===== config.mk =====
export PLATFORM = sky130hd
export DESIGN_NAME = comma_word_aligner
export DESIGN_NICKNAME = d
export VERILOG_FILES = /design/src/rtl/cwa_pkg.sv /design/src/rtl/cwa_window.sv /design/src/rtl/cwa_slot_ctr.sv /design/src/rtl/cwa_lock.sv /design/src/rtl/comma_word_aligner.sv
export SDC_FILE = /design/constraint.sdc
export NUM_CORES = 1
export LEC_CHECK = 0
export ABC_CLOCK_PERIOD_IN_PS = 2200
export BUFFER_PORTS_ARGS = -buffer_cell sky130_fd_sc_hd__clkbuf_2
export CAP_MARGIN = 10
export CORE_ASPECT_RATIO = 1.4
export CORE_MARGIN = 1
export CORE_UTILIZATION = 40
export DETAILED_ROUTE_END_ITERATION = 8
export SYNTH_ARGS = -nofsm -noshare
export SYNTH_HDL_FRONTEND = slang
export SYNTH_SLANG_ARGS = --single-unit

===== constraint.sdc =====
create_clock -name clk -period 2.2 [get_ports clk]
set_input_delay 0.11 -clock clk [delete_from_list [all_inputs] [get_ports clk]]
set_output_delay 0.11 -clock clk [all_outputs]
set_load 0.01 [all_outputs]

===== src/rtl/cwa_pkg.sv =====
// Shared constants for the comma word aligner.
// Assumes ten-bit code groups and a seven-bit comma prefix that arrives
// first-bit-first. Bit 0 of the pattern is the earliest bit.
package cwa_pkg;
    localparam int WORD_W  = 10;
    localparam int COMMA_W = 7;
    // arrival order 0,0,1,1,1,1,1 read with the earliest bit in bit 0
    localparam logic [COMMA_W-1:0] COMMA_PAT = 7'b1111100;
endpackage


===== src/rtl/cwa_window.sv =====
// Serial-in window with comma detection.
// Each new bit enters at the top and moves toward bit 0, so after WORD_W
// bits the earliest bit of the group sits in bit 0. The comma compare looks
// at the COMMA_W earliest bits and accepts either polarity.
// Assumes exactly one valid bit per clock.
module cwa_window #(
    parameter int WORD_W  = 10,
    parameter int COMMA_W = 7,
    parameter logic [COMMA_W-1:0] COMMA_PAT = 7'b1111100
) (
    input  logic              clk,
    input  logic              rst_n,
    input  logic              bit_in,
    output logic [WORD_W-1:0] win,
    output logic              comma_hit
);
    logic [COMMA_W-1:0] head;

    // shift each arriving bit in from the top
    always_ff @(posedge clk) begin
        if (!rst_n) win <= '0;
        else        win <= {bit_in, win[WORD_W-1:1]};
    end

    // compare the earliest bits against the comma prefix in both polarities
    always_comb begin
        head      = win[COMMA_W-1:0];
        comma_hit = (head == COMMA_PAT) || (head == ~COMMA_PAT);
    end
endmodule


===== src/rtl/cwa_slot_ctr.sv =====
// Modulo-WORD_W slot counter.
// It marks the cycle in which the window holds a complete word. Any comma
// hit forces that cycle to be a boundary and re-phases the count, so a hit
// that lands on the expected slot leaves the sequence unchanged.
module cwa_slot_ctr #(
    parameter int WORD_W = 10
) (
    input  logic clk,
    input  logic rst_n,
    input  logic comma_hit,
    output logic slot_end,
    output logic boundary
);
    localparam int CNT_W = $clog2(WORD_W);
    localparam logic [CNT_W-1:0] LAST = CNT_W'(WORD_W - 1);

    logic [CNT_W-1:0] cnt;

    // decode the boundary for the current window
    always_comb begin
        slot_end = (cnt == LAST);
        boundary = slot_end || comma_hit;
    end

    // advance the slot count, restarting after every boundary
    always_ff @(posedge clk) begin
        if (!rst_n)        cnt <= '0;
        else if (boundary) cnt <= '0;
        else               cnt <= cnt + CNT_W'(1);
    end

    p_cnt_range_r5: assert property (@(posedge clk) disable iff (!rst_n)
        cnt <= LAST);
    p_cnt_step_r5: assert property (@(posedge clk) disable iff (!rst_n)
        !boundary |=> cnt == $past(cnt) + CNT_W'(1));
    p_rephase_r4: assert property (@(posedge clk) disable iff (!rst_n)
        comma_hit |=> cnt == '0);
endmodule


===== src/rtl/cwa_lock.sv =====
// Boundary lock tracker.
// It records that a comma has set the boundary. It raises the lock when a
// later comma falls on that boundary, and drops it when a comma moves the
// boundary. Assumes slot_end and comma_hit describe the same window.
module cwa_lock (
    input  logic clk,
    input  logic rst_n,
    input  logic comma_hit,
    input  logic slot_end,
    output logic seen,
    output logic locked
);
    // remember that some comma has defined a boundary
    always_ff @(posedge clk) begin
        if (!rst_n)         seen <= 1'b0;
        else if (comma_hit) seen <= 1'b1;
    end

    // confirm or drop the lock on each comma
    always_ff @(posedge clk) begin
        if (!rst_n)                          locked <= 1'b0;
        else if (comma_hit && !slot_end)     locked <= 1'b0;
        else if (comma_hit && seen)          locked <= 1'b1;
    end

    p_lock_rise_r7: assert property (@(posedge clk) disable iff (!rst_n)
        $rose(locked) |-> $past(comma_hit) && $past(slot_end) && $past(seen));
    p_lock_fall_r8: assert property (@(posedge clk) disable iff (!rst_n)
        $fell(locked) |-> $past(comma_hit) && !$past(slot_end));
    p_lock_after_seen_r7: assert property (@(posedge clk) disable iff (!rst_n)
        locked |-> seen);
endmodule


===== src/rtl/comma_word_aligner.sv =====
// Comma-based word boundary aligner.
// Recovered bits are shifted in one per clock. A comma prefix sets the
// ten-bit boundary, and code groups go to the decoder with a strobe, a
// comma pulse and a lock flag. All outputs appear one clock after the
// window that holds the group.
module comma_word_aligner #(
    parameter int WORD_W  = cwa_pkg::WORD_W,
    parameter int COMMA_W = cwa_pkg::COMMA_W,
    parameter logic [COMMA_W-1:0] COMMA_PAT = cwa_pkg::COMMA_PAT
) (
    input  logic              clk,
    input  logic              rst_n,
    input  logic              bit_in,
    output logic [WORD_W-1:0] word_out,
    output logic              word_vld,
    output logic              comma_pulse,
    output logic              locked
);
    logic [WORD_W-1:0] win;
    logic              comma_hit;
    logic              slot_end;
    logic              boundary;
    logic              seen;

    cwa_window #(.WORD_W(WORD_W), .COMMA_W(COMMA_W), .COMMA_PAT(COMMA_PAT)) u_win (
        .clk(clk), .rst_n(rst_n), .bit_in(bit_in), .win(win), .comma_hit(comma_hit)
    );

    cwa_slot_ctr #(.WORD_W(WORD_W)) u_ctr (
        .clk(clk), .rst_n(rst_n), .comma_hit(comma_hit),
        .slot_end(slot_end), .boundary(boundary)
    );

    cwa_lock u_lock (
        .clk(clk), .rst_n(rst_n), .comma_hit(comma_hit), .slot_end(slot_end),
        .seen(seen), .locked(locked)
    );

    // register the delivered group and its strobes
    always_ff @(posedge clk) begin
        if (!rst_n) begin
            word_out    <= '0;
            word_vld    <= 1'b0;
            comma_pulse <= 1'b0;
        end else begin
            word_vld    <= boundary && (seen || comma_hit);
            comma_pulse <= comma_hit;
            if (boundary) word_out <= win;
        end
    end

    p_pulse_has_word_r3: assert property (@(posedge clk) disable iff (!rst_n)
        comma_pulse |-> word_vld);
    p_no_word_before_comma_r9: assert property (@(posedge clk) disable iff (!rst_n)
        word_vld |-> seen);
    p_reset_quiet_r1: assert property (@(posedge clk)
        !rst_n |=> !word_vld && !comma_pulse && !locked);
endmodule


Word-level counts from Yosys, hierarchy flattened
Cells that the tools add are included.

Reduce and logical (&&, ||, !) cells: 9. Bitwise logic cells: 1. Equal/unequal tests: 3. Add/subtract/negate cells: 1.

Operators with widths (count): $eq A7 B2 Y1 const B (1); $eq A7 B7 Y1 const B (1); $add A4 B1 Y4 const B (1); $eq A4 B4 Y1 const B (1); $reduce_or A2 Y1 (2); $logic_and A1 B1 Y1 (3); $logic_or A1 B1 Y1 (3); $logic_not A1 Y1 (1); $not A1 Y1 (1).

Logic and storage cells: 21. Output and inout bits: 13. Register bits: 28. Bits of input ports: 3.

Depth between registers and ports, before layout
Gate-level depths: netlist of the first run.

Depth in word-level cells: 4. Mapped depth: 6. Depth with buffers taken out: 6.

Cells and area by module
A second synthesis of the first run with hierarchy kept.

Cells, all modules: 86. Area, all modules: 1004.7 µm².

By module, submodules not included: comma_word_aligner (area each 434.2 µm², times used 1, cells each 36, sequential area each 240.2 µm²); cwa_window (area each 297.8 µm², times used 1, cells each 26, sequential area each 200.2 µm²); cwa_slot_ctr (area each 201.4 µm², times used 1, cells each 18, sequential area each 80.1 µm²); cwa_lock (area each 71.3 µm², times used 1, cells each 6, sequential area each 40.0 µm²).

Worst setup path after synthesis of the first run
No wires, ideal clock.

Path type: register -> register. Start: register u_win.win[2]. End: register word_out[4]. Path buffers: 1. Stages on the path, launching flop included: 6. Slack: 0.311 ns. Setup time: 0.072 ns. Clock period less this slack: 1.889 ns. Required time: 2.128 ns. Data arrival time: 1.817 ns. Cell sequence: dfxtp_1 -> or4b_1 -> or4b_4 -> o211ai_4 -> buf_12 -> mux2i_1.

Longest elaborated chain between the ends: 3. Elaborated cells between the ends (all ways): 4. Classes of those cells: eq/ne: 2; reduce/logical: 2.

RTL lines: from (decl) (RTL line cwa_window.sv:14) `output logic [WORD_W-1:0] win,`; from (signal assigned) (RTL line cwa_window.sv:22) `else win <= {bit_in, win[WORD_W-1:1]};`; $eq A7 B7 Y1 or $eq A7 B2 Y1 (tied branches) (RTL line cwa_window.sv:28) `comma_hit = (head == COMMA_PAT) || (head == ~COMMA_PAT);`; $logic_or A1 B1 Y1 (*) (RTL line cwa_window.sv:28); $logic_or A1 B1 Y1 (*) (RTL line cwa_slot_ctr.sv:22) `boundary = slot_end || comma_hit;`; to (signal assigned) (RTL line comma_word_aligner.sv:48) `if (boundary) word_out <= win;`; to (decl) (RTL line comma_word_aligner.sv:14) `output logic [WORD_W-1:0] word_out,`.

Mark *: on every way between the ends. The rest lies on a longest branch, timed or not. A chain may end at the register's enable or synchronous reset.

Worst setup path after layout of the first run
Start: register u_win.win[2]. End: register word_out[2].

Longest elaborated chain between the ends: 3. Elaborated cells between the ends (all ways): 4. Classes of those cells: eq/ne: 2; reduce/logical: 2.

RTL lines (RTL line): $eq A7 B7 Y1 or $eq A7 B2 Y1 (tied branches) (cwa_window.sv:28); $logic_or A1 B1 Y1 (cwa_window.sv:28); $logic_or A1 B1 Y1 (cwa_slot_ctr.sv:22).

Parallel ways exist; a longest one is shown, timed or not.

==> results of run 1 <==
==> kinds of logic after synthesis <==
kind of cell / Yosys count / synth area share
adders and majority gates: 2 / 0.02460
muxes: 9 / 0.08856
AOI/OAI and AO/OA: 7 / 0.06395
xor gates and xnor gates: 2 / 0.01722
buffers and inverters: 15 / 0.07134
and+or+nand+nor: 36 / 0.1833
DFF: 28 / 0.5510
==> metrics by stage <==
| stage | power [uW] | hold slack [ns] | utilization | setup WS [ns] | std cells |
|---|---|---|---|---|---|
| 2_1_floorplan | 550.1 | 0.2373 | - | 0.3112 | 99 |
| 3_3_place_gp | 554.6 | 0.3214 | 0.4615 | 0.2693 | 144 |
| 3_5_place_dp | 556.2 | 0.3250 | 0.4615 | 0.2137 | 144 |
| 4_1_cts | 792.7 | 0.3499 | 0.4809 | 0.1825 | 149 |
| 5_1_grt | 815.1 | 0.3837 | 0.4809 | 0.1061 | 149 |
| 6_report | 782.6 | 0.3495 | 0.4809 | 0.2038 | 149 |
==> layout make-up <==
type,count,share of cell area
Sequential cell,28,0.4875
Multi-Input combinational cell,56,0.3341
Timing Repair Buffer,16,0.07399
Tap cell,34,0.03700
Inverter,11,0.03591
Clock buffer,4,0.03156
==> flip-flops by register name, summed over array words and instances, names as in the netlist <==
name / flops
comma_pulse: 1
u_ctr.cnt: 4
u_lock.locked: 1
u_lock.seen: 1
u_win.win: 10
word_out: 10
word_vld: 1
==> cell usage after synthesis, drive strengths merged (2+ instances only) <==
cell type / instances
a21boi: 2
and2: 2
clkbuf: 3
dfxtp: 28
ha: 2
inv: 11
mux2i: 9
nand2: 22
nor3b: 4
o211ai: 2
or4b: 2
==> power by group <==
part | switching [uW] | internal [uW] | total (uW)
Combinational | 13.2 | 10.9 | 24.1
Clock | 136 | 101 | 237
Sequential | 6.84 | 515 | 522
==> what timing repair did <==
item / in CTS / in global routing
buffers inserted: 0 / 0
hold buffers: 1 / 0
hold endpoints to repair: 1 / 0
==> worst paths after layout <==
| path | end | from | cells past startpoint |
|---|---|---|---|
| worst min register to register | u_win.win[6]$_SDFF_PN0_ | u_win.win[7]$_SDFF_PN0_ | 2 |
| worst max-delay path | word_out[2]$_SDFFE_PN0P_ | u_win.win[2]$_SDFF_PN0_ | 4 |
| worst max register to register | word_out[2]$_SDFFE_PN0P_ | u_win.win[2]$_SDFF_PN0_ | 4 |
| worst min-delay path | word_out[8]$_SDFFE_PN0P_ | rst_n | 3 |
==> worst reg2reg max path: stages (launching register included) <==
cell and delay [ns]:
dfxtp_1 0.35, or4b_1 0.54, or4b_4 0.53, o211ai_4 0.26, mux2i_1 0.25
==> routing by layer <==
layer  track usage  vias to the layer above  wire, um
met3       0.01760                        2        31
met2        0.2458                       11       790
met4       0.06494                        0        20
li1              -                      351         -
met1        0.1264                      322       711
met5             0                        -         0
==> impl_metrics.yaml, run 1 <==
run_status:
  status: "finished clean"
layout:
  fill_cells: 247
  final-seq-area_sq_um: 560.5
  mostFrequentLayoutCell: "dfxtp_1"
  syn2layout_area_growth_pct: 13.04
  final_area_sq_um: 1150
  drive_above_1_share: 0.1913
  nNetsFinal: 121
  n_antenna_cell: 0
  multi_input_area_sq_um: 384.1
  most-common-layout-cells: "dfxtp_1, nand2_1, clkbuf_2, inv_1, mux2i_1"
critical_path:
  critPathTopFamily: "simple AND/OR/NAND/NOR gates"
  crit_type: "flip-flop to flip-flop"
  cpPeakStageDelay_ns: 0.54
  critPathArrivalTime_ns: 2.25
  cp.required_ns: 2.45
  end_kind: "flip-flop"
  critPathBufInv: 0
  worstPathMaxFanout: 14
  cp_slowest_cell: "or4b_1"
  startpoint_type: "flip-flop"
  worstPathCellList: "or4b_1 > or4b_4 > o211ai_4 > mux2i_1"
  r2r_slack_ns: 0.20
sta:
  slew_violations: 0
  worst_pin_slew_ns: 0.5595
  hold_violations: 0
  layout_min_cycle_time_ns: 1.996
  skew_ns: 0.002753
  fin_crit_sh: 0.9073
  timing.fmax_mhz: 501.0
  timing.setup.tns_ns: 0
  rsz0062_at_grt: "no"
  setup_viol: 0
  maxSlewHeadroom: 0.6252
clocking:
  clock_latency_ns: 0.31
  cts-root-buf: "clkbuf_4"
  cts_made_buffers: 3
  ctsLongestPathBuffers: 2
  cts_tree: "done"
  clock-sinks: 28
  ctsResizeCount: 0
  clkTransAtPathRegs_ns: 0.14
  htree_num_levels: 1
yosys:
  synth_nets: 104
  ys_warn_count: 0
  ys_ff_latch: 28
  syn_area_per_cell_sq_um: 10.28
  synth_top_area_frac: 0.5510
  ys_seq_area_frac: 0.5510
  synth.cell_area_sq_um: 1017
  synth-edff-count: 0
  synthCells: 99
  yosysTopAreaCell: "dfxtp_1"
  synth.area.top_cells: "dfxtp_1, mux2i_1, nand2_1, inv_1, nor3b_1"
  async_flop_share: 0
  ys.flop_type: "dfxtp_1"
  synthDistinctLibCells: 26
global_route:
  antenna_found_initial: 0
  grt_usage: 0.1259
  grt_start_max_net_pins: 30
  grt_pass1_vias: 623
  grt_pass1_wl_mm: 2.546
  grt.overflow.total: 0
place:
  gp_congestion: 0.7052
  dpl.hpwl_mm: 1.090
  io_buffer_count: 15
  placed_area_sq_um: 1104
floorplan:
  die_w_um: 44.62
  die_area_sq_um: 2752
  rows: 21
  pin_count: 16
  start_util: 0.4254
  coreArea_sq_um: 2391
  die_y_um: 61.67
route:
  ant_nets: 0
  drc: 0
  via_count: 686
  routed_wl_mm: 1.553
  drt-initial-drc-count: 10
  dr.pass1.iters: 4
  vias_per_cell: 4.604
  wl_per_cell_um: 10.42
worst_hold_path:
  hold_path.class: "input port to flip-flop"
power_and_ir_drop:
  ir_drop_v: 0.0003582
  p_per_area_nw_per_um2: 680.6
  leakage_uw: 0.0005035
job:
  max_cap_viol_count: 0
(Power assumes the default switching activity.)
==> run 2: changes to the inputs <==
--- a/config.mk
+++ b/config.mk
@@ -15,3 +15,4 @@
 export SYNTH_ARGS = -nofsm -noshare
 export SYNTH_HDL_FRONTEND = slang
 export SYNTH_SLANG_ARGS = --single-unit
+export TNS_END_PERCENT = 20
==> constraint.sdc (replaced) <==
create_clock -name clk -period 2.2 [get_ports clk]
set_input_delay 0.22 -clock clk [delete_from_list [all_inputs] [get_ports clk]]
set_output_delay 0.22 -clock clk [all_outputs]
set_load 0.01 [all_outputs]
==> impl_metrics.yaml, run 2 (synthesis results as in run 1) <==
clocking:
  clock-sinks: 28
  ctsLongestPathBuffers: 2
  cts_tree: "done"
  cts_made_buffers: 3
  post-cts-setup-buffers: 0
  clock_latency_ns: 0.31
  ctsResizeCount: 0
  htree_num_levels: 1
  cts-root-buf: "clkbuf_4"
  clkTransAtPathRegs_ns: 0.14
  postCtsHoldBufs: 0
floorplan:
  coreArea_sq_um: 2391
  die_y_um: 61.67
  die_area_sq_um: 2752
  start_util: 0.4254
  pin_count: 16
  die_w_um: 44.62
  rows: 21
run_status:
  status: "finished clean"
power_and_ir_drop:
  sw_frac_of_total: 0.1983
  power_frac_clock: 0.303
  seq_power_share: 0.669
  p_sw_uw: 154.8
  intPower_uw: 625.8
  ir_drop_v: 0.0003585
  power.total_uw: 780.6
  leakage_uw: 0.0004994
  p_per_area_nw_per_um2: 684.8
  p_comb_frac: 0.029
global_route:
  grt.overflow.total: 0
  grt_pass1_vias: 599
  gr-usage-met1: 0.1372
  gr-max-usage-layer: "met2"
  grtUsageMet2: 0.2311
  grt_pass1_wl_mm: 2.532
  grt_usage: 0.1253
  met3_usage: 0.01760
  grt_start_max_net_pins: 30
  antenna_found_initial: 0
place:
  gp_congestion: 0.7052
  dpl.hpwl_mm: 1.090
  io_buffer_count: 15
  placed_area_sq_um: 1104
route:
  dr.pass1.iters: 4
  wl_per_cell_um: 10.41
  drt-initial-drc-count: 13
  ant_nets: 0
  vias_per_cell: 4.568
  drc: 0
  via_count: 676
  routed_wl_mm: 1.541
sta:
  timing.fmax_mhz: 501.0
  timing.setup.tns_ns: 0
  rsz0062_at_grt: "no"
  fin_crit_sh: 0.9072
  whs_ns: 0.1048
  layout_min_cycle_time_ns: 1.996
  maxSlewHeadroom: 0.6244
  worst_pin_slew_ns: 0.5607
  skew_ns: 0.001459
  setup_viol: 0
  hold_violations: 0
  slew_violations: 0
layout:
  multi_input_area_sq_um: 384.1
  nNetsFinal: 120
  drive_above_1_share: 0.1930
  mostFrequentLayoutCell: "dfxtp_1"
  most-common-layout-cells: "dfxtp_1, nand2_1, clkbuf_2, inv_1, mux2i_1"
  fill_cells: 248
  final_area_sq_um: 1140
  syn2layout_area_growth_pct: 12.05
  final-seq-area_sq_um: 560.5
  n_antenna_cell: 0
  top_regs: "u_win.win: 10 flops, word_out: 10 flops, u_ctr.cnt: 4 flops"
critical_path:
  cp_slowest_cell: "or4b_1"
  crit_type: "flip-flop to flip-flop"
  cpPeakStageDelay_ns: 0.54
  startpoint_type: "flip-flop"
  critPathArrivalTime_ns: 2.25
  critPathTopFamily: "simple AND/OR/NAND/NOR gates"
  worstPathMaxFanout: 14
  worstPathCellList: "or4b_1 > or4b_4 > o211ai_4 > mux2i_1"
  cp.required_ns: 2.45
  end_kind: "flip-flop"
  critPathBufInv: 0
worst_hold_path:
  hold_path.class: "input port to flip-flop"
job:
  max_cap_viol_count: 0
-- run 2: worst paths after layout --
check	startpoint	endpoint	slack [ns]	cells past startpoint
min	bit_in	u_win.win[9]$_SDFF_PN0_	0.10	2
max	u_win.win[2]$_SDFF_PN0_	word_out[2]$_SDFFE_PN0P_	0.20	4
max reg2reg	u_win.win[2]$_SDFF_PN0_	word_out[2]$_SDFFE_PN0P_	0.20	4
min reg2reg	u_win.win[7]$_SDFF_PN0_	u_win.win[6]$_SDFF_PN0_	0.46	2
-- run 2: layer usage --
layer,vias up,part of all wire
li1,349,-
met1,314,0.45
met3,2,0.021
met2,11,0.51
met4,0,0.013
met5,-,0
-- run 2: power groups by stage --
stage               logic [uW]  registers, uW  clock network [uW]
detailed placement        23.1            533                   0
global route              25.6            523                 265
global placement          21.9            533                   0
floorplan                 18.6            531                   0
CTS                       23.2            522                 246
finish                    22.6            522                 236
-- run 2: stage by stage --
stage | cells | worst slack [ns] | utilization
2_1_floorplan | 99 | 0.3112 | -
3_3_place_gp | 144 | 0.2693 | 0.4615
3_5_place_dp | 144 | 0.2137 | 0.4615
4_1_cts | 148 | 0.1825 | 0.4767
5_1_grt | 148 | 0.1061 | 0.4767
6_report | 148 | 0.2041 | 0.4767
-- run 2: worst register-to-register path: cells and delay by family, from the launching register on --
| family | cells | cell delay, ns |
|---|---|---|
| compound gates | 1 | 0.26 |
| simple gates | 2 | 1.07 |
| flops | 1 | 0.35 |
| mux | 1 | 0.25 |
-- run 2: cell type report --
| type | instances | share of cell area |
|---|---|---|
| repair buffers | 15 | 0.06586 |
| inverters | 11 | 0.03622 |
| clock buffers | 4 | 0.03183 |
| flip-flops and latches | 28 | 0.4918 |
| well taps | 34 | 0.03732 |
| multi-input cells | 56 | 0.3370 |
==> run 3: changes to the inputs <==
--- a/config.mk
+++ b/config.mk
@@ -8,7 +8,6 @@
 export ABC_CLOCK_PERIOD_IN_PS = 2200
 export BUFFER_PORTS_ARGS = -buffer_cell sky130_fd_sc_hd__clkbuf_2
 export CAP_MARGIN = 10
-export CORE_ASPECT_RATIO = 1.4
 export CORE_MARGIN = 1
 export CORE_UTILIZATION = 40
 export DETAILED_ROUTE_END_ITERATION = 8
==> impl_metrics.yaml, run 3 (synthesis results as in run 1) <==
sta:
  maxSlewHeadroom: 0.6331
  layout_min_cycle_time_ns: 1.991
  rsz0062_at_grt: "no"
  skew_ns: 0.004211
  fin_crit_sh: 0.9051
  setup_viol: 0
  slew_violations: 0
  hold_violations: 0
  timing.fmax_mhz: 502.2
  timing.setup.tns_ns: 0
  worst_pin_slew_ns: 0.5477
route:
  vias_per_cell: 4.669
  drc: 0
  via_count: 663
  wl_per_cell_um: 10.36
  drt-initial-drc-count: 10
  routed_wl_mm: 1.471
  dr.pass1.iters: 3
  ant_nets: 0
global_route:
  grt_pass1_wl_mm: 2.511
  grt_usage: 0.1265
  grt_start_max_net_pins: 30
  grt.overflow.total: 0
  antenna_found_initial: 0
  grt_pass1_vias: 578
floorplan:
  die_w_um: 52.43
  die_area_sq_um: 2749
  coreArea_sq_um: 2297
  pin_count: 16
  start_util: 0.4428
  die_y_um: 52.43
  rows: 17
clocking:
  clock_latency_ns: 0.33
  post-cts-setup-buffers: 0
  cts_made_buffers: 3
  clock-sinks: 28
  cts-root-buf: "clkbuf_4"
  ctsLongestPathBuffers: 2
  htree_num_levels: 1
  postCtsHoldBufs: 0
  clkTransAtPathRegs_ns: 0.15
  ctsResizeCount: 0
  cts_tree: "done"
worst_hold_path:
  hold_path.class: "input port to flip-flop"
  whs_endpoint: "u_win.win[9]$_SDFF_PN0_"
  min_from: "bit_in"
  hold_depth: 2
critical_path:
  critPathTopFamily: "simple AND/OR/NAND/NOR gates"
  critPathArrivalTime_ns: 2.26
  cpPeakStageDelay_ns: 0.54
  startpoint_type: "flip-flop"
  rr_worst_depth: 4
  r2r_slack_ns: 0.21
  reg2reg_to: "word_out[2]$_SDFFE_PN0P_"
  cp.required_ns: 2.46
  crit_type: "flip-flop to flip-flop"
  end_kind: "flip-flop"
  cp_slowest_cell: "or4b_1"
  worstPathMaxFanout: 14
  worstPathCellList: "or4b_1 > or4b_4 > o211ai_4 > mux2i_1"
  rr_startpoint: "u_win.win[2]$_SDFF_PN0_"
  critPathBufInv: 0
layout:
  syn2layout_area_growth_pct: 12.91
  n_antenna_cell: 0
  top_regs: "u_win.win: 10 flops, word_out: 10 flops, u_ctr.cnt: 4 flops"
  nNetsFinal: 120
  drive_above_1_share: 0.1930
  most-common-layout-cells: "dfxtp_1, nand2_1, clkbuf_2, inv_1, mux2i_1"
  layoutNonFillerInstCount: 142
  mostFrequentLayoutCell: "dfxtp_1"
place:
  placedCellCount: 138
  gp_congestion: 0.6806
  dpl.hpwl_mm: 1.006
  io_buffer_count: 15
power_and_ir_drop:
  p_per_area_nw_per_um2: 764.1
  ir_drop_v: 0.0006140
  leakage_uw: 0.0005063
job:
  max_cap_viol_count: 0
run_status:
  status: "finished clean"
run 3: cell count changes in the layout (fill, tap and decap cells not counted), sizes merged:
cell,previous run,this run
bufinv,0,1
clkbuf,19,18
run 3: power by group:
part / total, uW / leakage, uW / internal (uW) / switching, uW
registers: 522 / 0.000227 / 515 / 6.78
clock network: 333 / 0.0000279 / 184 / 149
logic: 22.6 / 0.000252 / 9.85 / 12.8
run 3: worst max path at each step:
stage	cells after the start	startpoint	slack [ns]	to
final	4	u_win.win[2]$_SDFF_PN0_	0.21	word_out[2]$_SDFFE_PN0P_
after global routing	4	u_win.win[2]$_SDFF_PN0_	0.11	word_out[0]$_SDFFE_PN0P_
after CTS	4	u_win.win[2]$_SDFF_PN0_	0.19	word_out[2]$_SDFFE_PN0P_
after detailed placement	4	u_win.win[2]$_SDFF_PN0_	0.22	word_out[2]$_SDFFE_PN0P_
after global placement	4	u_win.win[2]$_SDFF_PN0_	0.26	word_out[4]$_SDFFE_PN0P_
after floorplan	5	u_win.win[2]$_SDFF_PN0_	0.31	word_out[4]$_SDFFE_PN0P_
run 3: layout make-up:
type / count / area (sq um)
multi-input combinational: 56 / 384.1
tap: 28 / 35.03
inverter: 11 / 41.29
timing repair buffer: 15 / 75.07
clock inverter: 1 / 30.03
clock buffer: 3 / 22.52
sequential: 28 / 560.5
fill: 225 / 1149
run 3: routing by layer:
metal	wire length (um)	track usage	part of all wire	up-vias
li1	-	-	-	353
met1	765	0.1604	0.52	293
met2	607	0.1941	0.41	15
met3	83	0.06087	0.056	2
met4	14	0.02632	0.0095	0
met5	0	0	0	-
run 3: through the flow:
step / hold WS (ns) / total power, uW / instance area (sq um) / utilization / worst slack (ns)
final: 0.08918 / 877.7 / 1149 / 0.5000 / 0.2088
after global routing: 0.05569 / 917.1 / 1149 / 0.5000 / 0.1125
after CTS: 0.07637 / 888.3 / 1149 / 0.5000 / 0.1861
after detailed placement: 0.4271 / 555.6 / 1096 / 0.4771 / 0.2190
after global placement: 0.4185 / 554.6 / 1096 / 0.4771 / 0.2622
after floorplan: 0.3473 / 550.1 / 1017 / - / 0.3112
